===== src/rtl/pwm_msoc_pkg.sv =====
`timescale 1ns/1ps
package pwm_msoc_pkg;

    typedef enum logic [1:0] {
        ACT_HOLD  = 2'd0,
        ACT_SET   = 2'd1,
        ACT_CLEAR = 2'd2,
        ACT_OFF   = 2'd3
    } latch_act_e;

    // Priority: disabled channel forces low, then match sets, then wrap clears.
    function automatic latch_act_e pick_action(input logic running,
                                               input logic hit,
                                               input logic wrapped);
        latch_act_e act;
        if (!running)     act = ACT_OFF;
        else if (hit)     act = ACT_SET;
        else if (wrapped) act = ACT_CLEAR;
        else              act = ACT_HOLD;
        return act;
    endfunction

endpackage


===== src/rtl/pwm_timebase.sv =====
`timescale 1ns/1ps
module pwm_timebase #(
    parameter int CNT_W = 16
) (
    input  logic             clk,
    input  logic             rst_n,
    output logic [CNT_W-1:0] count_q,
    output logic             at_zero,
    output logic             at_top
);
    localparam logic [CNT_W-1:0] TOP_VAL = '1;

    typedef struct packed {
        logic [CNT_W-1:0] cnt;
    } tbase_state_t;

    tbase_state_t state_d, state_q;

    always_comb begin
        state_d     = state_q;
        state_d.cnt = state_q.cnt + 1'b1;
    end

    always_ff @(posedge clk) begin
        if (!rst_n) state_q <= '0;
        else        state_q <= state_d;
    end

    assign count_q = state_q.cnt;
    assign at_zero = (state_q.cnt == '0);
    assign at_top  = (state_q.cnt == TOP_VAL);

    // one step per clock, wrapping naturally at all-ones
    assert_count_step_R1: assert property (@(posedge clk) disable iff (!rst_n)
        1'b1 |=> state_q.cnt == CNT_W'($past(state_q.cnt) + 1'b1));

endmodule


===== src/rtl/pwm_cmp_bank.sv =====
`timescale 1ns/1ps
module pwm_cmp_bank #(
    parameter int CNT_W  = 16,
    parameter int BYTE_W = (CNT_W + 1) / 2
) (
    input  logic              clk,
    input  logic              rst_n,
    input  logic              wr_lo,
    input  logic              wr_hi,
    input  logic [BYTE_W-1:0] wr_byte,
    input  logic              load,
    output logic [CNT_W-1:0]  active_q
);
    localparam int LO_W = CNT_W - BYTE_W;

    typedef struct packed {
        logic [CNT_W-1:0] shadow;
        logic [CNT_W-1:0] active;
    } cmp_state_t;

    cmp_state_t state_d, state_q;

    always_comb begin
        state_d = state_q;
        if (wr_lo) state_d.shadow[LO_W-1:0]     = wr_byte[LO_W-1:0];
        if (wr_hi) state_d.shadow[CNT_W-1:LO_W] = wr_byte;
        // Transfer uses the shadow as it stood before any same-cycle write.
        if (load)  state_d.active = state_q.shadow;
    end

    always_ff @(posedge clk) begin
        if (!rst_n) state_q <= '0;
        else        state_q <= state_d;
    end

    assign active_q = state_q.active;

    // active compare only changes on the last count of a period
    assert_active_hold_R2: assert property (@(posedge clk) disable iff (!rst_n)
        !load |=> state_q.active == $past(state_q.active));
    // on that count it takes the shadow contents
    assert_active_load_R2: assert property (@(posedge clk) disable iff (!rst_n)
        load |=> state_q.active == $past(state_q.shadow));

endmodule


===== src/rtl/pwm_out_latch.sv =====
`timescale 1ns/1ps
module pwm_out_latch
    import pwm_msoc_pkg::*;
(
    input  logic clk,
    input  logic rst_n,
    input  logic running,
    input  logic hit,
    input  logic wrapped,
    input  logic flag_clr,
    output logic pwm_q,
    output logic flag_q
);
    typedef struct packed {
        logic pwm;
        logic flag;
    } latch_state_t;

    latch_state_t state_d, state_q;
    latch_act_e   act;

    always_comb begin
        state_d = state_q;
        act     = pick_action(running, hit, wrapped);
        unique case (act)
            ACT_OFF:   state_d.pwm = 1'b0;
            ACT_SET:   state_d.pwm = 1'b1;
            ACT_CLEAR: state_d.pwm = 1'b0;
            default:   state_d.pwm = state_q.pwm;
        endcase
        if (running && hit)  state_d.flag = 1'b1;
        else if (flag_clr)   state_d.flag = 1'b0;
    end

    always_ff @(posedge clk) begin
        if (!rst_n) state_q <= '0;
        else        state_q <= state_d;
    end

    assign pwm_q  = state_q.pwm;
    assign flag_q = state_q.flag;

    // a match while running sets output and flag, even on a wrap
    assert_match_sets_R3: assert property (@(posedge clk) disable iff (!rst_n)
        (running && hit) |=> (pwm_q && flag_q));
    // wrap without match clears the output
    assert_wrap_clears_R3: assert property (@(posedge clk) disable iff (!rst_n)
        (running && wrapped && !hit) |=> !pwm_q);
    // stopped channel drives low
    assert_stopped_low_R5: assert property (@(posedge clk) disable iff (!rst_n)
        !running |=> !pwm_q);
    // flag is sticky without a clear
    assert_flag_sticky_R6: assert property (@(posedge clk) disable iff (!rst_n)
        (flag_q && !flag_clr) |=> flag_q);
    // flag never rises without a running match
    assert_flag_cause_R6: assert property (@(posedge clk) disable iff (!rst_n)
        (!flag_q && !(running && hit)) |=> !flag_q);

endmodule


===== src/rtl/pwm_msoc_top.sv =====
`timescale 1ns/1ps
module pwm_msoc_top #(
    parameter int CNT_W  = 16,
    parameter int BYTE_W = (CNT_W + 1) / 2
) (
    input  logic              clk,
    input  logic              rst_n,
    input  logic              cfg_cmp_en,
    input  logic              cfg_pwm_mode,
    input  logic              cfg_wide_mode,
    input  logic              cfg_irq_en,
    input  logic              cmp_wr_lo,
    input  logic              cmp_wr_hi,
    input  logic [BYTE_W-1:0] cmp_wr_byte,
    input  logic              flag_clr,
    output logic [CNT_W-1:0]  count_out,
    output logic              pwm_out,
    output logic              match_flag,
    output logic              irq
);
    logic [CNT_W-1:0] count_w;
    logic [CNT_W-1:0] active_w;
    logic             at_zero_w;
    logic             at_top_w;
    logic             running_w;
    logic             hit_w;

    assign running_w = cfg_cmp_en & cfg_pwm_mode & cfg_wide_mode;
    assign hit_w     = (count_w == active_w);

    pwm_timebase #(.CNT_W(CNT_W)) u_tbase (
        .clk     (clk),
        .rst_n   (rst_n),
        .count_q (count_w),
        .at_zero (at_zero_w),
        .at_top  (at_top_w)
    );

    pwm_cmp_bank #(.CNT_W(CNT_W), .BYTE_W(BYTE_W)) u_cmp (
        .clk      (clk),
        .rst_n    (rst_n),
        .wr_lo    (cmp_wr_lo),
        .wr_hi    (cmp_wr_hi),
        .wr_byte  (cmp_wr_byte),
        .load     (at_top_w),
        .active_q (active_w)
    );

    pwm_out_latch u_latch (
        .clk      (clk),
        .rst_n    (rst_n),
        .running  (running_w),
        .hit      (hit_w),
        .wrapped  (at_zero_w),
        .flag_clr (flag_clr),
        .pwm_q    (pwm_out),
        .flag_q   (match_flag)
    );

    assign count_out = count_w;
    assign irq       = match_flag & cfg_irq_en;

    // compare value zero while running keeps the output high into the next clock
    assert_full_duty_R4: assert property (@(posedge clk) disable iff (!rst_n)
        (running_w && active_w == '0 && pwm_out && $stable(active_w)) |=> pwm_out);

endmodule


===== config.mk =====
export PLATFORM = sky130hd
export DESIGN_NAME = pwm_msoc_top
export DESIGN_NICKNAME = d
export VERILOG_FILES = /design/src/rtl/pwm_msoc_pkg.sv /design/src/rtl/pwm_timebase.sv /design/src/rtl/pwm_cmp_bank.sv /design/src/rtl/pwm_out_latch.sv /design/src/rtl/pwm_msoc_top.sv
export SDC_FILE = /design/constraint.sdc
export NUM_CORES = 1
export LEC_CHECK = 0
export ABC_AREA = 1
export CAP_MARGIN = 0
export CORE_ASPECT_RATIO = 1.75
export CORE_MARGIN = 3
export CORE_UTILIZATION = 50
export CTS_BUF_LIST = sky130_fd_sc_hd__clkbuf_4 sky130_fd_sc_hd__clkbuf_8
export CTS_CLUSTER_DIAMETER = 120
export DETAILED_ROUTE_END_ITERATION = 16
export PLACE_DENSITY_LB_ADDON = 0.1
export SYNTH_ARGS = -nofsm -noshare
export SYNTH_HDL_FRONTEND = slang
export SYNTH_SLANG_ARGS = --single-unit

===== constraint.sdc =====
create_clock -name clk -period 3.95 [get_ports clk]
set_input_delay 0.5925 -clock clk [delete_from_list [all_inputs] [get_ports clk]]
set_output_delay 0.5925 -clock clk [all_outputs]
set_load 0.1 [all_outputs]

==> out/metrics.yaml, run 1 <==
status: "complete, no violations"
place_congestion: 0.922
drt-pass1-iter-count: 4
syn_area_sq_um: 2390
port-buffer-count: 35
worst_slew_pin_slew_ps: 978
clk_latency_ps: 300
required_ps: 3360
seq_area_frac_synth_pct: 42.0
synth_top_area_cell: "dfxtp_1"
p_per_area_nw_per_um2: 344
clockBufferDepth: 2
mostFrequentLayoutCell: "nand2_1"
grt-ovfl-total: 0
cts_tree: "yes"
pin_count: 36
period_minus_slack_ps: 2610
fill_cells: 431
cp.arrival_ps: 2010
clock_sinks: 50
vdd_drop_max_uv: 255
synthesis.nets: 363
clk_pin_slew_worst_paths_ps: 90
end_kind: "output pin"
fin_worst_skew_ps: 6.42
worstHoldPathType: "reg2reg"
dieArea_sq_um: 5670
post-dp-hpwl_um: 4430
synth.area.top_cells: "dfxtp_1, nand2_1, nor2_1, inv_1, a21oi_2"
grt_first_pass_wirelength_um: 9310
post_cts_resized: 0
routedWlPerCell_um: 13.0
crit_fanout: 7
root_buffer: "clkbuf_8"
cp_cell_sequence: "clkdlybuf4s50_1"
worst_slack_ps: 1340
rsz0062_at_grt: "no"
numCtsBuffers: 5
final_util_pct: 63.5
synth_top_area_share_pct: 42.0
p_leak_uw: 0.00111
antenna_found_initial: 0
diodes: 0
max-cap-violations: 0
coreArea_sq_um: 4520
nets: 398
start_util_pct: 52.7
synth_area_per_cell_sq_um: 6.94
die_w_um: 58.2
crit_type: "reg2out"
hold_viol: 0
drive_above_1_share_pct: 13.2
worst_path_max_delay_cell: "clkdlybuf4s50_1"
postRouteWirelength_um: 5570
placed_cell_area_sq_um: 2760
setup_tns_ps: 0
place_worst_setup_slack_ps: 1680
grt_max_degree: 24
timing.fmax_mhz: 384
vias: 2228
ys_seq_elements: 50
drt_iter0_markers: 71
post_cts_buffers: 0
total_power_uw: 988
grt.total_usage_pct: 21.0
slew-limit-headroom_pct: 34.6
syn_inst: 344
synth_cell_type_count: 26
area_growth_pct: 20.3
setup_viol: 0
final-max-slew-violation-count: 0
max_stage_delay_ps: 1200
h-tree-depth: 2
avgViaCountPerCell: 5.18
ys_warn_count: 0
startpoint_type: "register"
mostFrequentLayoutCells: "nand2_1, nor2_1, dfxtp_1, clkdlybuf4s50_1, inv_1"
cp_num_buf_inv: 1
route.detailed.drc: 0
drtAntennaViolNets: 0
period_share_pct: 66.0
fp-row-count: 32
crit_family: "buffers and inverters"
postCtsHoldBufs: 0
final_area_sq_um: 2870
grt_pass1_vias: 2083
die_h_um: 97.4
per-layer routing:
layer	global-route usage, %	vias up	part of all wire [%]
met5	0	-	0
met2	38.2	61	55
met3	2.93	17	3.4
met1	22.5	999	38
li1	-	1151	-
met4	10.5	0	3.3
cell type report:
class	count	area, sq um	area share [%]
Timing Repair Buffer	36	355	12.4
Clock inverter	1	30.0	1.05
Inverter	41	154	5.36
Clock buffer	6	82.6	2.88
Multi-Input combinational cell	245	1180	41.3
Sequential cell	50	1000	34.9
Tap cell	51	63.8	2.22
logic make-up after synthesis:
logic type                 Yosys count  synth area share (%)
DFF                                 50                  42.0
and+or+nand+nor                    190                  35.5
AOI/OAI and AO/OA                   51                  12.4
adders and majority gates            2                  1.05
xor gates and xnor gates             2                 0.734
buffers and inverters               49                  8.39
power breakdown:
group / switching, uW / internal, uW
sequential: 10.1 / 518
clock: 165 / 203
combinational: 58.8 / 33.8
total: 233 / 755
tightest hold or removal path: cells and delay by family (launching register included):
family,cells,cell delay [ps]
AOI/OAI and AO/OA,1,50
DFF,1,320
and+or+nand+nor,1,60
synth_stat cells, drive strengths merged:
library cell and count:
xor2 2, ha 2, nand2 101, nor2 61, o21a 1, dfxtp 50, a21oi 27, clkbuf 5
nand4 10, o21ai 23, nand3 12, nor3 4, nand3b 2, buf 3, inv 41
stage by stage:
stage | cells | hold WS (ps)
final | 430 | 461
after global routing | 430 | 485
after CTS | 430 | 465
after detailed placement | 423 | 452
after global placement | 423 | 450
after floorplan | 344 | 439
worst paths after layout:
kind                                          start                 end  slack [ps]  cells past startpoint
worst min-delay path              u_cmp.state_q[27]  u_cmp.active_q[11]         460                      2
worst min register to register    u_cmp.state_q[27]  u_cmp.active_q[11]         460                      2
worst max-delay path            u_tbase.count_q[12]       count_out[12]        1340                      1
worst max register to register   u_tbase.count_q[1]   u_cmp.active_q[6]        2200                      8
sequential cells by signal, indices dropped and copies added (netlist names):
signal           cells
u_cmp.active_q      16
u_cmp.state_q       16
u_latch.flag_q       1
u_latch.pwm_q        1
u_tbase.count_q     16
Power figures use the tool's default switching activity.
==> run 2: changes to the inputs <==
- clock period: 3.95 -> 2.3 ns (I/O delays scaled with it)
==> out/metrics.yaml, run 2 (synthesized netlist as in run 1, its figures left out) <==
status: "complete, no violations"
p_per_area_nw_per_um2: 595  # +73%
coreArea_sq_um: 4520  # unchanged
reg2reg_depth: 8  # unchanged
postRouteWirelength_um: 5540  # -0.56%
p_leak_uw: 0.00116  # +4.4%
post_cts_resized: 0  # unchanged
timing.fmax_mhz: 604
post-dp-hpwl_um: 4310  # -2.9%
port-buffer-count: 35  # unchanged
fp-row-count: 32  # unchanged
end_kind: "register"
final_cell_count_no_fill: 432  # +0.47%
clk_pin_slew_worst_paths_ps: 100  # about the same
nets: 400  # +0.50%
startpoint_type: "register"
dieArea_sq_um: 5670  # unchanged
diodes: 0  # unchanged
crit_type: "reg2reg"
clockBufferDepth: 2  # unchanged
clock_sinks: 50  # unchanged
grt_pass1_vias: 2184  # +4.8%
vias: 2243  # +0.67%
grt-ovfl-total: 0  # unchanged
required_ps: 2470  # -890 ps
antenna_found_initial: 0  # unchanged
fin_hold_ws_ps: 461  # -0.489 ps
drt-pass1-iter-count: 4  # unchanged
cp.arrival_ps: 1830  # -180 ps
cts_tree: "yes"
max-cap-violations: 0  # unchanged
rsz0062_at_grt: "no"
worst_slack_ps: 645  # -699 ps
fin_worst_skew_ps: 13.8  # +7.34 ps
mostFrequentLayoutCell: "nand2_1"
numCtsBuffers: 5  # unchanged
drtAntennaViolNets: 0  # unchanged
place_worst_setup_slack_ps: 637  # -1040 ps
dp.cells: 425  # +0.47%
pin_count: 36  # unchanged
postCtsHoldBufs: 0  # unchanged
final-max-slew-violation-count: 0  # unchanged
start_util_pct: 52.7  # unchanged
period_share_pct: 72.0
area_growth_pct: 19.7
place_congestion: 0.962  # +4.3%
drive_above_1_share_pct: 18.9  # +5.7 points
hold_viol: 0  # unchanged
setup_viol: 0  # unchanged
clk_latency_ps: 310  # about the same
h-tree-depth: 2  # unchanged
die_h_um: 97.4  # unchanged
grt.total_usage_pct: 21.4  # +0.41 points
holdPathStages: 2  # unchanged
avgViaCountPerCell: 5.19  # +0.21%
die_w_um: 58.2  # unchanged
drt_iter0_markers: 106  # +49%
post_cts_buffers: 0  # unchanged
worst_slew_pin_slew_ps: 480  # -498 ps
slew-limit-headroom_pct: 67.9  # +33 points
grt_first_pass_wirelength_um: 9580  # +3.0%
root_buffer: "clkbuf_8"
route.detailed.drc: 0  # unchanged
setup_tns_ps: 0  # unchanged
mostFrequentLayoutCells: "nand2_1, nor2_1, dfxtp_1, inv_1, buf_4"
vdd_drop_max_uv: 531  # +110%
crit_fanout: 16  # +9
period_minus_slack_ps: 1660
routedWlPerCell_um: 12.8  # -1.0%
worstHoldPathType: "reg2reg"
grt_max_degree: 24  # unchanged
## run 2: final cells by class
class                      count  area (sq um)
multi-input combinational    245          1180
inverter                      41           154
tap                           51          63.8
timing repair buffer          38           338
sequential                    50          1000
fill                         441          1670
clock inverter                 1          30.0
clock buffer                   6          82.6
## run 2: worst max-delay path, stage by stage (launching register included)
cell and delay [ps]:
dfxtp_2 390, ha_1 180, nand2_1 110, nor2_4 150, nand2_2 140, inv_2 80
nand3_2 250, nand2_1 180, a21oi_2 60
## run 2: worst paths after layout
path	start	endpoint	slack, ps
worst max-delay path	u_tbase.count_q[0]	u_cmp.active_q[3]	640
worst min-delay path	u_cmp.state_q[28]	u_cmp.active_q[12]	460
worst max register to register	u_tbase.count_q[0]	u_cmp.active_q[3]	640
worst min register to register	u_cmp.state_q[28]	u_cmp.active_q[12]	460
## run 2: metal layers
| layer | part of all wire, % | up-vias | wire, um | global-route usage (%) |
|---|---|---|---|---|
| met4 | 3.4 | 0 | 189 | 12.7 |
| met5 | 0 | - | 0 | 0 |
| met2 | 54 | 66 | 2970 | 38.0 |
| li1 | - | 1158 | - | - |
| met3 | 3.6 | 15 | 199 | 2.79 |
| met1 | 39 | 1004 | 2180 | 23.1 |
## run 2: metrics by stage
| stage | instance area (sq um) | total power (uW) | utilization [%] |
|---|---|---|---|
| after floorplan | 2390 | 1030 | - |
| after global placement | 2740 | 1090 | 60.6 |
| after detailed placement | 2740 | 1090 | 60.6 |
| after CTS | 2860 | 1720 | 63.1 |
| after global routing | 2860 | 1760 | 63.1 |
| final | 2860 | 1700 | 63.1 |
## run 2: power breakdown
group	total [uW]	leakage [uW]	internal [uW]	switching, uW
Combinational	159	0.000694	58.0	101
Sequential	908	0.000408	891	17.3
Clock	633	0.0000573	348	285
Total	1700	0.00116	1300	403
==> run 3: changes to the inputs <==
- clock period: 2.3 -> 1.6 ns (I/O delays scaled with it)
==> out/metrics.yaml, run 3 (synthesized netlist as in run 1, its figures left out) <==
worstHoldPathType: "reg2reg"
drt-pass1-iter-count: 4  # unchanged
status: "complete, no violations"
mostFrequentLayoutCell: "nand2_1"
end_kind: "register"
setup_viol: 0  # unchanged
postRouteWirelength_um: 5700  # +2.8%
grt_max_degree: 22  # -8.3%
vdd_drop_max_uv: 738  # +39%
avgViaCountPerCell: 5.28  # +1.6%
grt.total_usage_pct: 21.7  # +0.31 points
grt-ovfl-total: 0  # unchanged
cts_tree: "yes"
max_stage_delay_ps: 410  # +20 ps
placed_cell_area_sq_um: 3080  # +12%
startpoint_type: "register"
slew-limit-headroom_pct: 70.9  # +2.9 points
die_w_um: 58.2  # unchanged
post-dp-hpwl_um: 4510  # +4.8%
p_per_area_nw_per_um2: 727  # +22%
max-cap-violations: 0  # unchanged
coreArea_sq_um: 4520  # unchanged
crit_fanout: 6  # -10
final_util_pct: 69.9  # +6.8 points
cp_cell_sequence: "nand3_1, nor2_1, nand2_1, o21ai_1, a21oi_1"
worst_path_max_delay_cell: "dfxtp_4"
start_util_pct: 52.7  # unchanged
postCtsHoldBufs: 0  # unchanged
clk_latency_ps: 300  # about the same
cp.arrival_ps: 1650  # -180 ps
hold_viol: 0  # unchanged
numCtsBuffers: 5  # unchanged
timing.fmax_mhz: 689  # +14%
worst_slew_pin_slew_ps: 434  # -46.4 ps
port-buffer-count: 35  # unchanged
rsz0062_at_grt: "no"
antenna_found_initial: 0  # unchanged
pin_count: 36  # unchanged
mostFrequentLayoutCells: "nand2_1, nor2_1, dfxtp_1, inv_1, buf_12"
period_minus_slack_ps: 1450  # -204 ps
h-tree-depth: 2  # unchanged
dieArea_sq_um: 5670  # unchanged
diodes: 0  # unchanged
root_buffer: "clkbuf_8"
drive_above_1_share_pct: 23.6  # +4.7 points
fin_worst_skew_ps: 4.45  # -9.31 ps
final_area_sq_um: 3160  # +11%
area_growth_pct: 32.6
total_power_uw: 2300  # +35%
clock_sinks: 50  # unchanged
clockBufferDepth: 2  # unchanged
required_ps: 1800  # -670 ps
crit_type: "reg2reg"
clk_pin_slew_worst_paths_ps: 90  # about the same
fin_hold_ws_ps: 469  # +8.52 ps
route.detailed.drc: 0  # unchanged
post_cts_buffers: 0  # unchanged
fp-row-count: 32  # unchanged
vias: 2285  # +1.9%
final-max-slew-violation-count: 0  # unchanged
final_cell_count_no_fill: 433  # +0.23%
routedWlPerCell_um: 13.2  # +2.6%
place_congestion: 0.869  # -9.7%
p_leak_uw: 0.00125  # +7.7%
grt_pass1_vias: 2166  # -0.82%
nets: 401  # +0.25%
die_h_um: 97.4  # unchanged
post_cts_resized: 0  # unchanged
dp.cells: 426  # +0.24%
drtAntennaViolNets: 0  # unchanged
grt_first_pass_wirelength_um: 9630  # +0.50%
drt_iter0_markers: 73  # -31%
period_share_pct: 90.7  # +19 points
## run 3: cell count changes in the layout (fill, tap and decap cells not counted), sizes merged
cell	previous run	this run
clkbuf	6	5
bufinv	1	0
inv	41	43
buf	22	23
## run 3: through the flow
stage	TNS (ps)	worst slack, ps
after floorplan	-127	-14.4
after global placement	0	113
after detailed placement	0	128
after CTS	0	147
after global routing	0	1.76
final	0	148
## run 3: worst paths after layout
check / endpoint / cells past startpoint / slack [ps] / from
max: u_tbase.count_q[9] / 5 / 150 / u_tbase.count_q[2]
min: u_cmp.active_q[10] / 2 / 470 / u_cmp.state_q[26]
max reg2reg: u_tbase.count_q[9] / 5 / 150 / u_tbase.count_q[2]
min reg2reg: u_cmp.active_q[10] / 2 / 470 / u_cmp.state_q[26]
## run 3: power breakdown
| part | internal [uW] | switching [uW] | leakage (uW) | total (uW) |
|---|---|---|---|---|
| registers | 1260 | 32.1 | 0.000420 | 1290 |
| clock network | 311 | 439 | 0.0000450 | 751 |
| logic | 109 | 149 | 0.000784 | 258 |
| total | 1680 | 620 | 0.00125 | 2300 |
## run 3: metal layers
layer | routed length (um) | GRT usage [%] | vias to the layer above
met2 | 3030 | 39.6 | 67
met5 | 0 | 0 | -
met3 | 211 | 3.19 | 27
li1 | - | - | 1163
met4 | 325 | 12.5 | 0
met1 | 2130 | 22.3 | 1028
## run 3: cell type report
class | count | area [sq um]
Fill cell | 388 | 1360
Multi-Input combinational cell | 245 | 1220
Clock buffer | 5 | 68.8
Tap cell | 51 | 63.8
Clock inverter | 2 | 17.5
Sequential cell | 50 | 1060
Inverter | 41 | 154
Timing Repair Buffer | 39 | 583
## run 3: critical path: cells and delay by family (launching register included)
family	cells	cell delay, ps
simple gates	3	710
flops	1	410
compound gates	2	230
